## src/rtl/ialu_pkg.sv

```systemverilog
package ialu_pkg;
    localparam int OPC_W = 6;
    localparam int FN_W  = 6;
    localparam int SH_W  = 5;
    localparam int IMM_W = 16;

    localparam logic [OPC_W-1:0] OPC_REG   = 6'd0;
    localparam logic [OPC_W-1:0] OPC_ADDI  = 6'd8;
    localparam logic [OPC_W-1:0] OPC_SLTI  = 6'd10;
    localparam logic [OPC_W-1:0] OPC_SLTIU = 6'd11;
    localparam logic [OPC_W-1:0] OPC_ANDI  = 6'd12;
    localparam logic [OPC_W-1:0] OPC_ORI   = 6'd13;
    localparam logic [OPC_W-1:0] OPC_LUI   = 6'd15;

    localparam logic [FN_W-1:0] FN_SLL  = 6'd0;
    localparam logic [FN_W-1:0] FN_SRL  = 6'd2;
    localparam logic [FN_W-1:0] FN_ADD  = 6'd32;
    localparam logic [FN_W-1:0] FN_SUB  = 6'd34;
    localparam logic [FN_W-1:0] FN_AND  = 6'd36;
    localparam logic [FN_W-1:0] FN_OR   = 6'd37;
    localparam logic [FN_W-1:0] FN_NOR  = 6'd39;
    localparam logic [FN_W-1:0] FN_SLT  = 6'd42;
    localparam logic [FN_W-1:0] FN_SLTU = 6'd43;

    typedef enum logic [3:0] {
        OP_NONE,
        OP_ADD,
        OP_SUB,
        OP_AND,
        OP_OR,
        OP_NOR,
        OP_SLL,
        OP_SRL,
        OP_SLT,
        OP_SLTU,
        OP_LUI
    } alu_op_e;

    typedef enum logic [1:0] {
        BSEL_REG,
        BSEL_SEXT,
        BSEL_ZEXT
    } bsel_e;
endpackage

```

## src/rtl/ialu_decode.sv

```systemverilog
module ialu_decode
    import ialu_pkg::*;
(
    input  logic [OPC_W-1:0] opc_i,
    input  logic [FN_W-1:0]  funct_i,
    output alu_op_e          op_o,
    output bsel_e            bsel_o,
    output logic             illegal_o
);
    alu_op_e op_c;
    bsel_e   bsel_c;
    logic    bad_c;

    always_comb begin
        op_c   = OP_NONE;
        bsel_c = BSEL_REG;
        bad_c  = 1'b0;
        case (opc_i)
            OPC_REG: begin
                case (funct_i)
                    FN_SLL:  op_c = OP_SLL;
                    FN_SRL:  op_c = OP_SRL;
                    FN_ADD:  op_c = OP_ADD;
                    FN_SUB:  op_c = OP_SUB;
                    FN_AND:  op_c = OP_AND;
                    FN_OR:   op_c = OP_OR;
                    FN_NOR:  op_c = OP_NOR;
                    FN_SLT:  op_c = OP_SLT;
                    FN_SLTU: op_c = OP_SLTU;
                    default: bad_c = 1'b1;
                endcase
            end
            OPC_ADDI:  begin op_c = OP_ADD;  bsel_c = BSEL_SEXT; end
            OPC_SLTI:  begin op_c = OP_SLT;  bsel_c = BSEL_SEXT; end
            OPC_SLTIU: begin op_c = OP_SLTU; bsel_c = BSEL_SEXT; end
            OPC_ANDI:  begin op_c = OP_AND;  bsel_c = BSEL_ZEXT; end
            OPC_ORI:   begin op_c = OP_OR;   bsel_c = BSEL_ZEXT; end
            OPC_LUI:   begin op_c = OP_LUI;  bsel_c = BSEL_ZEXT; end
            default:   bad_c = 1'b1;
        endcase
        // a flagged instruction never carries a live operation
        p_illegal_no_op_r12: assert (!bad_c || op_c == OP_NONE)
            else $error("illegal decode selected an operation");
    end

    assign op_o      = op_c;
    assign bsel_o    = bsel_c;
    assign illegal_o = bad_c;
endmodule

```

## src/rtl/ialu_operand.sv

```systemverilog
module ialu_operand
    import ialu_pkg::*;
#(
    parameter int DATA_W = 32
) (
    input  logic [DATA_W-1:0] rt_val_i,
    input  logic [IMM_W-1:0]  imm_i,
    input  bsel_e             bsel_i,
    output logic [DATA_W-1:0] b_o
);
    localparam int EXT_W = DATA_W - IMM_W;

    logic [DATA_W-1:0] sext_w;
    logic [DATA_W-1:0] zext_w;

    assign sext_w = {{EXT_W{imm_i[IMM_W-1]}}, imm_i};
    assign zext_w = {{EXT_W{1'b0}}, imm_i};

    always_comb begin
        unique case (bsel_i)
            BSEL_SEXT: b_o = sext_w;
            BSEL_ZEXT: b_o = zext_w;
            default:   b_o = rt_val_i;
        endcase
    end
endmodule

```

## src/rtl/ialu_core.sv

```systemverilog
module ialu_core
    import ialu_pkg::*;
#(
    parameter int DATA_W = 32
) (
    input  alu_op_e           op_i,
    input  logic [DATA_W-1:0] a_i,
    input  logic [DATA_W-1:0] b_i,
    input  logic [SH_W-1:0]   shamt_i,
    output logic [DATA_W-1:0] result_o
);
    logic [DATA_W-1:0] res_c;

    always_comb begin
        res_c = '0;
        case (op_i)
            OP_ADD:  res_c = a_i + b_i;
            OP_SUB:  res_c = a_i - b_i;
            OP_AND:  res_c = a_i & b_i;
            OP_OR:   res_c = a_i | b_i;
            OP_NOR:  res_c = ~(a_i | b_i);
            OP_SLL:  res_c = b_i << shamt_i;
            OP_SRL:  res_c = b_i >> shamt_i;
            OP_SLT:  res_c = {{(DATA_W-1){1'b0}}, ($signed(a_i) < $signed(b_i))};
            OP_SLTU: res_c = {{(DATA_W-1){1'b0}}, (a_i < b_i)};
            OP_LUI:  res_c = b_i << IMM_W;
            default: res_c = '0;
        endcase
        // comparisons yield a single-bit truth value
        p_slt_boolean_r5: assert (!(op_i == OP_SLT || op_i == OP_SLTU) || res_c[DATA_W-1:1] == '0)
            else $error("set-less-than produced more than one bit");
        // upper-immediate leaves the low half clear
        p_lui_low_clear_r10: assert (op_i != OP_LUI || res_c[IMM_W-1:0] == '0)
            else $error("upper-immediate low half not clear");
        // subtracting equal operands gives zero
        p_sub_self_zero_r2: assert (!(op_i == OP_SUB && a_i == b_i) || res_c == '0)
            else $error("equal-operand subtract not zero");
        // a shift by zero passes the operand through
        p_shift_zero_pass_r4: assert (!((op_i == OP_SLL || op_i == OP_SRL) && shamt_i == '0) || res_c == b_i)
            else $error("zero shift altered operand");
        // no operation selected gives a zero result
        p_none_zero_r12: assert (op_i != OP_NONE || res_c == '0)
            else $error("unselected operation gave nonzero result");
    end

    assign result_o = res_c;
endmodule

```

## src/rtl/int_alu_unit.sv

```systemverilog
module int_alu_unit
    import ialu_pkg::*;
#(
    parameter int DATA_W  = 32,
    parameter int INSTR_W = 32
) (
    input  logic [INSTR_W-1:0] instr_i,
    input  logic [DATA_W-1:0]  rs_val_i,
    input  logic [DATA_W-1:0]  rt_val_i,
    output logic [DATA_W-1:0]  result_o,
    output logic               zero_o,
    output logic               illegal_o
);
    localparam int OPC_LSB = INSTR_W - OPC_W;
    localparam int SH_LSB  = FN_W;

    alu_op_e           op_w;
    bsel_e             bsel_w;
    logic [DATA_W-1:0] b_w;
    logic [DATA_W-1:0] res_w;

    ialu_decode u_decode (
        .opc_i     (instr_i[INSTR_W-1:OPC_LSB]),
        .funct_i   (instr_i[FN_W-1:0]),
        .op_o      (op_w),
        .bsel_o    (bsel_w),
        .illegal_o (illegal_o)
    );

    ialu_operand #(.DATA_W(DATA_W)) u_operand (
        .rt_val_i (rt_val_i),
        .imm_i    (instr_i[IMM_W-1:0]),
        .bsel_i   (bsel_w),
        .b_o      (b_w)
    );

    ialu_core #(.DATA_W(DATA_W)) u_core (
        .op_i     (op_w),
        .a_i      (rs_val_i),
        .b_i      (b_w),
        .shamt_i  (instr_i[SH_LSB+SH_W-1:SH_LSB]),
        .result_o (res_w)
    );

    assign result_o = res_w;
    assign zero_o   = (res_w == '0);
endmodule

```

## config.mk

```make
export PLATFORM = sky130hd
export DESIGN_NAME = int_alu_unit
export DESIGN_NICKNAME = d
export VERILOG_FILES = /design/src/rtl/ialu_pkg.sv /design/src/rtl/ialu_decode.sv /design/src/rtl/ialu_operand.sv /design/src/rtl/ialu_core.sv /design/src/rtl/int_alu_unit.sv
export SDC_FILE = /design/constraint.sdc
export NUM_CORES = 1
export LEC_CHECK = 0
export ABC_AREA = 0
export BUFFER_PORTS_ARGS = -buffer_cell sky130_fd_sc_hd__clkbuf_2
export CAP_MARGIN = 20
export CORE_ASPECT_RATIO = 1.4
export CORE_UTILIZATION = 57
export DETAILED_ROUTE_END_ITERATION = 10
export PLACE_DENSITY = 0.83
export SLEW_MARGIN = 20
export SYNTH_ARGS = -nofsm -noshare
export SYNTH_HDL_FRONTEND = slang
export SYNTH_SLANG_ARGS = --single-unit
```

## constraint.sdc

```tcl
create_clock -name vclk -period 9
set_input_delay 1.8 -clock vclk [all_inputs]
set_output_delay 1.8 -clock vclk [all_outputs]
set_load 0.01 [all_outputs]
```

==> results.md, run 1 <==
- Post-CTS setup buffer count: 0
- Vias in the first global route: 15500
- Ports: 130
- First-pass GRT wire length: 84400 um
- Last stage: 5_1_grt
- Port bufs: 120
- Cells after Synth: 1558
- Yosys warnings: 0
- Area leader, netlist: ha_1
- Net Count, Synth: 1754
- Status: aborted with a tool error
- # rows: just under 60
- Die Ht: 163 um
- Largest net degree at the start of global routing: 67
- Hold_buf cts: 0
- Mapped Area: 0.0106 sq mm
- Tot GR Track Use: slightly below 60%
- Initial core utilization: about 58%
- Syn avg cell area: 6.78 sq um
- Post-synth cell types: 89
- Top-area cell type share of the netlist area: approximately 12%
- Die X: between 100 and 150 um
- First Err: [ERROR GRT-0116] Global routing finished with congestion. Check the congestion regions in the DRC Viewer.
- Hpwl dp: 38800 um
- GR Overflow Total: 2
- GP Congestion: 1.38
- Post-synthesis sequential area ratio: 0%
- Placed cell area: 0.0129 sq mm
- Top cells by area, synth: ha_1 (12%), mux4_2 (7.7%), a21oi_1 (6.3%)
-- metrics by stage --
stage | util (%) | instances | worst slack, ps | hold slack [ps]
after floorplan | - | 1558 | 12.0 | 3960
after global placement | 71.2 | 2038 | -214 | 4360
after detailed placement | 71.2 | 2038 | -348 | 4390
after CTS | 71.9 | 2038 | 7.42 | 4390
-- Yosys cell counts, types with 7 or more instances --
master and n:
xnor2_1 33, mux2i_1 53, a221o_1 17, or4_1 7, nor4_1 15, nor3_1 40, ha_1 98, nor2b_1 15
a211oi_1 34, o21bai_1 14, mux4_2 36, a22o_1 11, a21oi_1 132, or3_1 12, inv_1 109, a31oi_1 14
nor2_1 147, and2_1 7, a21o_1 22, nand2_1 113, nand2b_1 18, clkbuf_1 87, nand4_1 12, a32oi_1 8
buf_2 16, mux2_2 16, a2111oi_0 14, a221oi_1 22, o221ai_1 12, a22oi_1 27, a211o_1 9, o21a_1 31
o211ai_1 22, o21ai_0 96, buf_1 22, nand3_1 36, o2bb2ai_1 7, a21boi_0 8, o22ai_1 26, o31ai_1 15
o2111ai_1 8
-- what timing repair did --
action / CTS
pin swaps: 6
setup endpoints to repair: 2
cloned: 0
resized for setup: 33
-- metal layers --
layer  GRT overflow  track usage, %
met1              0            61.7
met4              1            50.7
met2              1            77.3
met5              0            19.2
met3              0            38.6
-- kinds of logic after synthesis --
group	share of synthesized area, %
AOI/OAI and AO/OA	40.6
xor gates and xnor gates	2.90
adders and majority gates	12.0
buffers and inverters	8.86
muxes	14.4
and+or+nand+nor	21.3
==> run 2, diff against run 1 <==
Settings changed: CORE_ASPECT_RATIO 1.4 to default, CORE_UTILIZATION 57 to 40, PLACE_DENSITY 0.83 to default, PLACE_DENSITY_LB_ADDON from default to 0.15.
Clock period 9 ns to 11.7 ns, I/O delays scaled along.
==> results.md, run 2 <==
- Status: finished, final reports clean
- Top cells by area, synth: ha_1 (12%), mux4_2 (7.7%), a21oi_1 (6.3%)
- Crit path kind: input pin to output port
- Combinational family with the most area after synthesis: compound AO/OA/AOI/OAI gates
- Initial antenna violation count: 0
- Period utilization: 97.9%
- Proportion of layout cells with a drive suffix above 1: approximately 18%
- GP Congestion: 1.03 (-25%)
- Synth Area in Compound Gates: 40.6% (unchanged)
- Setup TNS Final: 0 ps
- Largest net degree at the start of global routing: 67
- Area leader, netlist: ha_1
- CP Max Fanout: 14
- Final-report hold violation count: 0
- DRT Pass-1 Iters: 6
- Yosys warnings: 0 (unchanged)
- Net Count, Synth: 1754 (unchanged)
- Sequence of cells on the critical path: clkbuf_2 -> or3b_2 -> or3_1 -> inv_1 -> ha_1 -> buf_4 -> o21ai_0 -> o21ai_1 -> buf_4 -> ha_1 -> nor2_1 -> o311ai_1 -> a21oi_1 -> nor3_1 -> a21o_1 -> o221ai_1 -> a2111o_1 -> or3_1 -> nor4_1 -> buf_4 -> and4_1 -> nand2_1 -> nor4_2 -> clkbuf_2
- Multiplexer share of the synthesized area: 14.4% (unchanged)
- Most frequent cell after synthesis: nor2_1
- Hold_ws: 5420 ps
- Most frequent CP cell: buf_4
- FFs & Latches: 0
- Detail Route Antenna Nets: 0
- Synth Area in XOR/XNOR: 2.90% (unchanged)
- Relative slew slack: 33.1%
- Leak: about 5 nW
- WL/cell: 28.7 um
- CP Data Required Time: between 9000 and 10000 ps
- Area share of fa/ha/maj cells after synthesis: 12.0% (unchanged)
- Commonest cells after routing, fill and taps aside: nor2_1 (146), a21oi_1 (131), clkbuf_2 (119), nand2_1 (113), inv_1 (109)
- Post-synth cell types: 89 (unchanged)
- Die X: 165 um (+41%)
- Multi-input logic area: between 0.009 and 0.01 sq mm
- Cells after Synth: 1558 (unchanged)
- Via count: 13700
- Core Footprint: 0.0260 sq mm
- Die Ht: 165 um (+0.88%)
- Area Overhead vs Synth: 10.9%
- Layout fillers: 2859
- Hold_buf cts: 0 (unchanged)
- # rows: 59 (+1.7%)
- Final nets: 1830
- First DRT Iteration DRCs: 1984
- Max VDD drop: between 40 and 50 uV
- FF/Latch Area: 0 sq um
- Worst Setup Start Kind: input pin
- Placed cell area: 0.0117 sq mm (-9.0%)
- Syn avg cell area: 6.78 sq um (unchanged)
- Critical Path Source: instr_i[29]
- Hpwl dp: 44900 um (+16%)
- Mapped Area: 0.0106 sq mm (unchanged)
- Die area: approximately 0.027 sq mm
- FMAX: between 0.08 and 0.09 GHz
- Final setup violation count: 0
- Ports: 130 (unchanged)
- Synth Area in Simple Gates: 21.3% (unchanged)
- DRC: 0
- GRT Max-Usage Layer: met2
- Met2 usage: 62.2%
- Pwr Density: 56.0 mW/mm^2
- Initial core utilization: 40.7% (-18 points)
- Max Slew Vio Count: 0
- Top-area cell type share of the netlist area: 11.6% (unchanged)
- WL final: about 56000 um
- Tot GR Track Use: just over 40%
- First-pass GRT wire length: 81200 um
- Post-synthesis sequential area ratio: 0% (unchanged)
- Via-to-Cell Ratio: 6.99
- Final instance area: 0.0117 sq mm
- Most common cell after layout, fill and taps aside: nor2_1
- Antenna diode count: 0
- Setup crit end: zero_o
- Crit end category: output port
- Clock buf count: 0
- Met1 usage: 57.2%
- Slowest CP cell: or3b_2
- Post-CTS setup buffer count: 0 (unchanged)
- Crit path time final: 11460 ps
- Synth cell count leaders: nor2_1 (147), a21oi_1 (132), nand2_1 (113), inv_1 (109), ha_1 (98)
- Crit-path max cell delay: 530 ps
- Hold Crit Class: input pin to output port
- Port bufs: 120 (unchanged)
- GR Util met3: 5.68%
- RSZ-0062 raised after global routing: false
- Worst Path Arrival: 9120 ps
- Max-Cap Viols: 0
- GR Overflow Total: 0
- Vias in the first global route: about 12000
- Worst Max-Slew Pin Slew: ~1000 ps
[run 2: cell counts after synthesis]
Identical to the previous run, type by type.
[run 2: final cells by class]
| type | instances | share of cell area, % |
|---|---|---|
| repair buffers | 202 | 10.4 |
| well taps | 335 | 3.58 |
| multi-input cells | 1320 | 82.5 |
| inverters | 110 | 3.52 |
[run 2: worst min path at each step]
stage,startpoint,slack [ps],endpoint,cells after the start
final,rs_val_i[6],5420,result_o[6],5
after detailed placement,rs_val_i[6],5410,result_o[6],5
after CTS,rs_val_i[6],5410,result_o[6],5
after global placement,rs_val_i[6],5410,result_o[6],5
after floorplan,rs_val_i[6],5040,result_o[6],3
after global routing,rs_val_i[6],5460,result_o[6],5
[run 2: cells by family (layout without fill, tap and decap cells)]
family                   count (synthesis)  in the layout
AO/OA/AOI/OAI                          616            616
XOR/XNOR                                35             35
adder cells (fa/ha/maj)                100            100
buffers and inverters                  238            312
multiplexers                           105            105
AND/OR/NAND/NOR                        464            464
[run 2: routing by layer]
layer | vias up | wire [um]
met4 | 0 | 2040
met1 | 6681 | 24000
met5 | - | 0
met2 | 880 | 24600
li1 | 6077 | -
met3 | 104 | 5750
[run 2: metrics by stage]
stage | total power [mW] | instances | worst slack [ps] | util, %
5_1_grt | 0.692 | 1967 | 25.4 | 45.1
6_report | 0.656 | 1967 | 240 | 45.1
3_3_place_gp | 0.629 | 1967 | 288 | 45.1
4_1_cts | 0.631 | 1967 | 212 | 45.1
2_1_floorplan | 0.399 | 1558 | 897 | -
3_5_place_dp | 0.628 | 1967 | 233 | 45.1
[run 2: power by group]
part	switching, mW	total [mW]	internal, mW	leakage, nW
clock network	0	0	0	0
logic	0.423	0.656	0.233	5.05
registers	0	0	0	0
[run 2: critical path: cells and delay by family]
kind / cells / cell delay (ps)
compound gates: 7 / 2140
fa+ha+maj: 2 / 720
buf+inv: 6 / 1110
simple gates: 9 / 2790
[run 2: timing repair]
action,4_1_cts,5_1_grt
endpoints found under the setup margin,0,1
hold endpoints to repair,0,0
resized for setup,0,3
Note: power is estimated with default switching activity, not from simulation.
==> run 3, diff against run 2 <==
Settings changed: PLACE_DENSITY from default to 0.65, PLACE_DENSITY_LB_ADDON 0.15 to default.
==> results.md, run 3 (synthesis gave the netlist of run 2 again) <==
- Status: finished, final reports clean
- HP Start: rs_val_i[29]
- Port bufs: 120 (unchanged)
- Tot GR Track Use: 39.3% (-0.89 points)
- Area Overhead vs Synth: 11.8%
- Crit path kind: input pin to output port
- Via-to-Cell Ratio: 6.99 (about the same)
- Via count: 13800 (+0.65%)
- GR Overflow Total: 0 (unchanged)
- Hpwl dp: 43700 um (-2.7%)
- Initial antenna violation count: 1 (+1)
- Die X: 165 um (unchanged)
- Slowest CP cell: o21ai_0
- Sequence of cells on the critical path: clkbuf_2 -> or3b_2 -> or3_1 -> ha_2 -> buf_4 -> o21ai_0 -> inv_1 -> ha_1 -> buf_4 -> buf_4 -> or3_1 -> nor2_1 -> nand3b_1 -> a41oi_1 -> a21o_1 -> a221o_1 -> a2111o_1 -> or3_1 -> nor4_1 -> buf_4 -> and4_1 -> nand2_1 -> nor4_2 -> clkbuf_2
- First-pass GRT wire length: 80100 um (-1.3%)
- Largest net degree at the start of global routing: 67 (unchanged)
- Crit-path max cell delay: 640 ps (+110 ps)
- Pwr Density: 55.8 mW/mm^2 (-0.38%)
- FF/Latch Area: 0 sq um (unchanged)
- Vias in the first global route: 12500 (+3.2%)
- Number of buffers and inverters on the critical path: 7 (+1)
- # rows: 59 (unchanged)
- Hold_buf cts: 0 (unchanged)
- Delay-heaviest family, CP: simple AND/OR/NAND/NOR gates
- Relative slew slack: 28.9% (-4.2 points)
- Period utilization: 97.7% (-0.27 points)
- CP Data Required Time: 9360 ps (about the same)
- Detail Route Antenna Nets: 0 (unchanged)
- Final nets: 1843 (+0.71%)
- Antenna diode count: 0 (unchanged)
- Hold Crit Class: input pin to output port
- Proportion of layout cells with a drive suffix above 1: 18.4% (+0.59 points)
- RSZ-0062 raised after global routing: false
- GP Congestion: 1.06 (+2.7%)
- Most common cell after layout, fill and taps aside: nor2_1
- Max VDD drop: 30.2 uV (-25%)
- Initial core utilization: 40.7% (unchanged)
- Ports: 130 (unchanged)
- Hold_ws: 5460 ps (+39.7 ps)
- Final-report hold violation count: 0 (unchanged)
- Max-Cap Viols: 0 (unchanged)
- Final setup violation count: 0 (unchanged)
- Crit end category: output port
- Most frequent CP cell: buf_4
- CP Max Fanout: 18 (+4)
- Core Footprint: 0.0260 sq mm (unchanged)
- First DRT Iteration DRCs: 2089 (+5.3%)
- Die area: 0.0271 sq mm (unchanged)
- DRT Pass-1 Iters: 6 (unchanged)
- Commonest cells after routing, fill and taps aside: nor2_1 (146), a21oi_1 (132), clkbuf_2 (119), nand2_1 (113), inv_1 (109)
- Post-CTS setup buffer count: 0 (unchanged)
- Max Slew Vio Count: 0 (unchanged)
- Critical Path Source: instr_i[29]
- FFs & Latches: 0 (unchanged)
- WL/cell: 27.6 um (-4.0%)
- Die Ht: 165 um (unchanged)
- Cts repair resizes: 0 (unchanged)
- Clock buf count: 0 (unchanged)
- Pwr Total: 0.659 mW (+0.45%)
- WL final: 54600 um (-3.3%)
- Setup TNS Final: 0 ps (unchanged)
- Crit path time final: 11430 ps (-31.2 ps)
- Worst Max-Slew Pin Slew: 1070 ps (+62.5 ps)
- Leak: 5.12 nW (+1.4%)
- FMAX: 0.0875 GHz (+0.27%)
- Worst Path Arrival: 9090 ps (-30 ps)
- Worst Setup Start Kind: input pin
- DRC: 0 (unchanged)
-- run 3: layout make-up --
cell class / count / area, sq um
fillers: 2739 / 14200
multi-input cells: 1320 / 9670
repair buffers: 215 / 1320
well taps: 335 / 419
inverters: 110 / 413
-- run 3: worst paths after layout --
kind                      endpoint  cells after the start
worst min-delay path  result_o[29]                      6
worst max-delay path        zero_o                     24
-- run 3: where the power goes --
group	internal, mW	switching (mW)
Combinational	0.241	0.418
Clock	0	0
Sequential	0	0
Total	0.241	0.418
-- run 3: routing by layer --
layer | wire length [um] | track usage (%) | vias up | part of all wire, %
li1 | - | - | 6125 | -
met1 | 22900 | 55.4 | 6664 | 42
met2 | 23600 | 60.5 | 903 | 43
met3 | 5320 | 3.92 | 140 | 9.7
met4 | 2790 | 16.6 | 0 | 5.1
met5 | 0 | 0 | - | 0
-- run 3: metrics by stage --
step           std cells  instance area (sq um)  setup WS (ps)  utilization (%)
6_report            1980                  11800            271             45.5
3_3_place_gp        1980                  11800            448             45.4
3_5_place_dp        1980                  11800            444             45.4
4_1_cts             1980                  11800            421             45.4
2_1_floorplan       1558                  10600            897                -
5_1_grt             1980                  11800            130             45.5
-- run 3: tightest hold or removal path, delay by kind of cell --
| kind | cells | cell delay (ps) |
|---|---|---|
| buffers and inverters | 3 | 300 |
| adder cells (fa/ha/maj) | 1 | 260 |
| AO/OA/AOI/OAI | 1 | 110 |
| AND/OR/NAND/NOR | 1 | 110 |
==> run 4, diff against run 3 <==
Clock period 11.7 ns to 14.1 ns, I/O delays scaled along.
==> results.md, run 4 (synthesis gave the netlist of run 2 again) <==
- Status: finished, final reports clean
- Clock share of power: 0% (unchanged)
- Max-Cap Viols: 0 (unchanged)
- Relative slew slack: 22.7% (-6.2 points)
- Sequential share of power: 0% (unchanged)
- Antenna diode count: 0 (unchanged)
- Worst setup margin: 1220 ps (+951 ps)
- First DRT Iteration DRCs: 2077 (-0.57%)
- Pwr Density: 45.6 mW/mm^2 (-18%)
- Hpwl dp: 41000 um (-6.1%)
- Vias in the first global route: 12500 (-0.46%)
- Via count: 13600 (-1.5%)
- Sw Ratio: 65.1% (+1.7 points)
- Worst Max-Slew Pin Slew: 1150 ps (+82.5 ps)
- Worst slack at placement: 1390 ps (+942 ps)
- Detail Route Antenna Nets: 0 (unchanged)
- DRT Pass-1 Iters: 6 (unchanged)
- RSZ-0062 raised after global routing: false
- DRC: 0 (unchanged)
- Worst Path Arrival: 10060 ps (+970 ps)
- Die area: 0.0271 sq mm (unchanged)
- Cts repair resizes: 0 (unchanged)
- Die Ht: 165 um (unchanged)
- Internal: 0.181 mW (-25%)
- Hold Crit Class: input pin to output port
- Most common cell after layout, fill and taps aside: nor2_1
- Clock buf count: 0 (unchanged)
- Setup TNS Final: 0 ps (unchanged)
- # rows: 59 (unchanged)
- Area Overhead vs Synth: 7.93%
- Largest net degree at the start of global routing: 67 (unchanged)
- FFs & Latches: 0 (unchanged)
- CP Max Fanout: 36 (+18)
- WL/cell: 27.0 um (-1.9%)
- Initial antenna violation count: 0 (-1)
- Die X: 165 um (unchanged)
- Final nets: 1790 (-2.9%)
- Period utilization: 91.3%
- FF/Latch Area: 0 sq um (unchanged)
- HP Start: rs_val_i[1]
- Post-CTS setup buffer count: 0 (unchanged)
- Max Slew Vio Count: 0 (unchanged)
- First-pass GRT wire length: 77200 um (-3.6%)
- Tot GR Track Use: 37.4% (-1.9 points)
- Crit path time final: 12880 ps
- Final setup violation count: 0 (unchanged)
- Hold EP: result_o[1]
- Hold_buf cts: 0 (unchanged)
- Initial core utilization: 40.7% (unchanged)
- Hold Crit Depth: 5 (-1)
- Max VDD drop: 30.6 uV (+1.3%)
- Worst Setup Start Kind: input pin
- CP Data Required Time: 11280 ps (+1920 ps)
- Ports: 130 (unchanged)
- Combinational share of power: 100.0% (about the same)
- Final-report hold violation count: 0 (unchanged)
- Port bufs: 120 (unchanged)
- Crit path kind: input pin to output port
- GR Overflow Total: 0 (unchanged)
- FMAX: 0.0777 GHz
- Final instance area: 0.0114 sq mm (-3.5%)
- Via-to-Cell Ratio: 7.07 (+1.2%)
- Crit end category: output port
- Net Sw Power: 0.338 mW (-19%)
- WL final: 52100 um (-4.6%)
- Proportion of layout cells with a drive suffix above 1: 15.5% (-2.8 points)
- Commonest cells after routing, fill and taps aside: nor2_1 (146), a21oi_1 (132), clkbuf_2 (119), nand2_1 (113), inv_1 (109)
- GP Congestion: 1.06 (about the same)
- Core Footprint: 0.0260 sq mm (unchanged)
- Placed cell area: 0.0114 sq mm (-3.4%)
- Leak: 4.86 nW (-5.1%)
[run 4: metal layers]
metal / up-vias / GRT usage [%] / routed length (um)
met5: - / 0 / 0
met2: 969 / 57.1 / 22300
met4: 0 / 14.0 / 2330
li1: 6008 / - / -
met3: 140 / 7.01 / 6300
met1: 6505 / 51.6 / 21200
[run 4: worst max path at each step]
stage                     endpoint  cells after the start        start  slack [ps]
after global routing        zero_o                     22  instr_i[31]         840
after CTS                   zero_o                     22  instr_i[29]        1370
after floorplan             zero_o                     26  instr_i[31]        2340
final                       zero_o                     22  instr_i[29]        1220
after global placement      zero_o                     22  instr_i[29]        1240
after detailed placement    zero_o                     22  instr_i[29]        1390
[run 4: layout make-up]
| class | count | area [sq um] |
|---|---|---|
| well taps | 335 | 419 |
| multi-input cells | 1320 | 9650 |
| fillers | 2836 | 14600 |
| repair buffers | 162 | 918 |
| inverters | 110 | 413 |
[run 4: stage by stage]
step | hold slack [ps] | power [mW] | util [%] | cells
floorplan | 6000 | 0.331 | - | 1558
global placement | 6360 | 0.495 | 43.9 | 1927
detailed placement | 6360 | 0.496 | 43.9 | 1927
CTS | 6360 | 0.499 | 43.9 | 1927
global route | 6420 | 0.548 | 43.9 | 1927
finish | 6370 | 0.520 | 43.9 | 1927
[run 4: power groups by stage]
| stage | logic, mW | registers [mW] | clock network, mW |
|---|---|---|---|
| finish | 0.520 | 0 | 0 |
| global route | 0.548 | 0 | 0 |
| detailed placement | 0.496 | 0 | 0 |
| floorplan | 0.331 | 0 | 0 |
| global placement | 0.495 | 0 | 0 |
| CTS | 0.499 | 0 | 0 |
[run 4: critical path: stages]
cell      delay (ps)
clkbuf_2         110
or3b_2           550
or3_1            420
ha_2             740
inv_1            250
buf_4            260
mux2_2           360
inv_1            290
ha_1             470
nor4_1           570
nand2_1          100
a21oi_1          360
nor3_1           190
a21o_1           250
a221o_1          300
a2111o_1         460
or3_1            330
nor4_1           390
and4_1           330
nand2_1          140
nor4_2           160
clkbuf_2         170
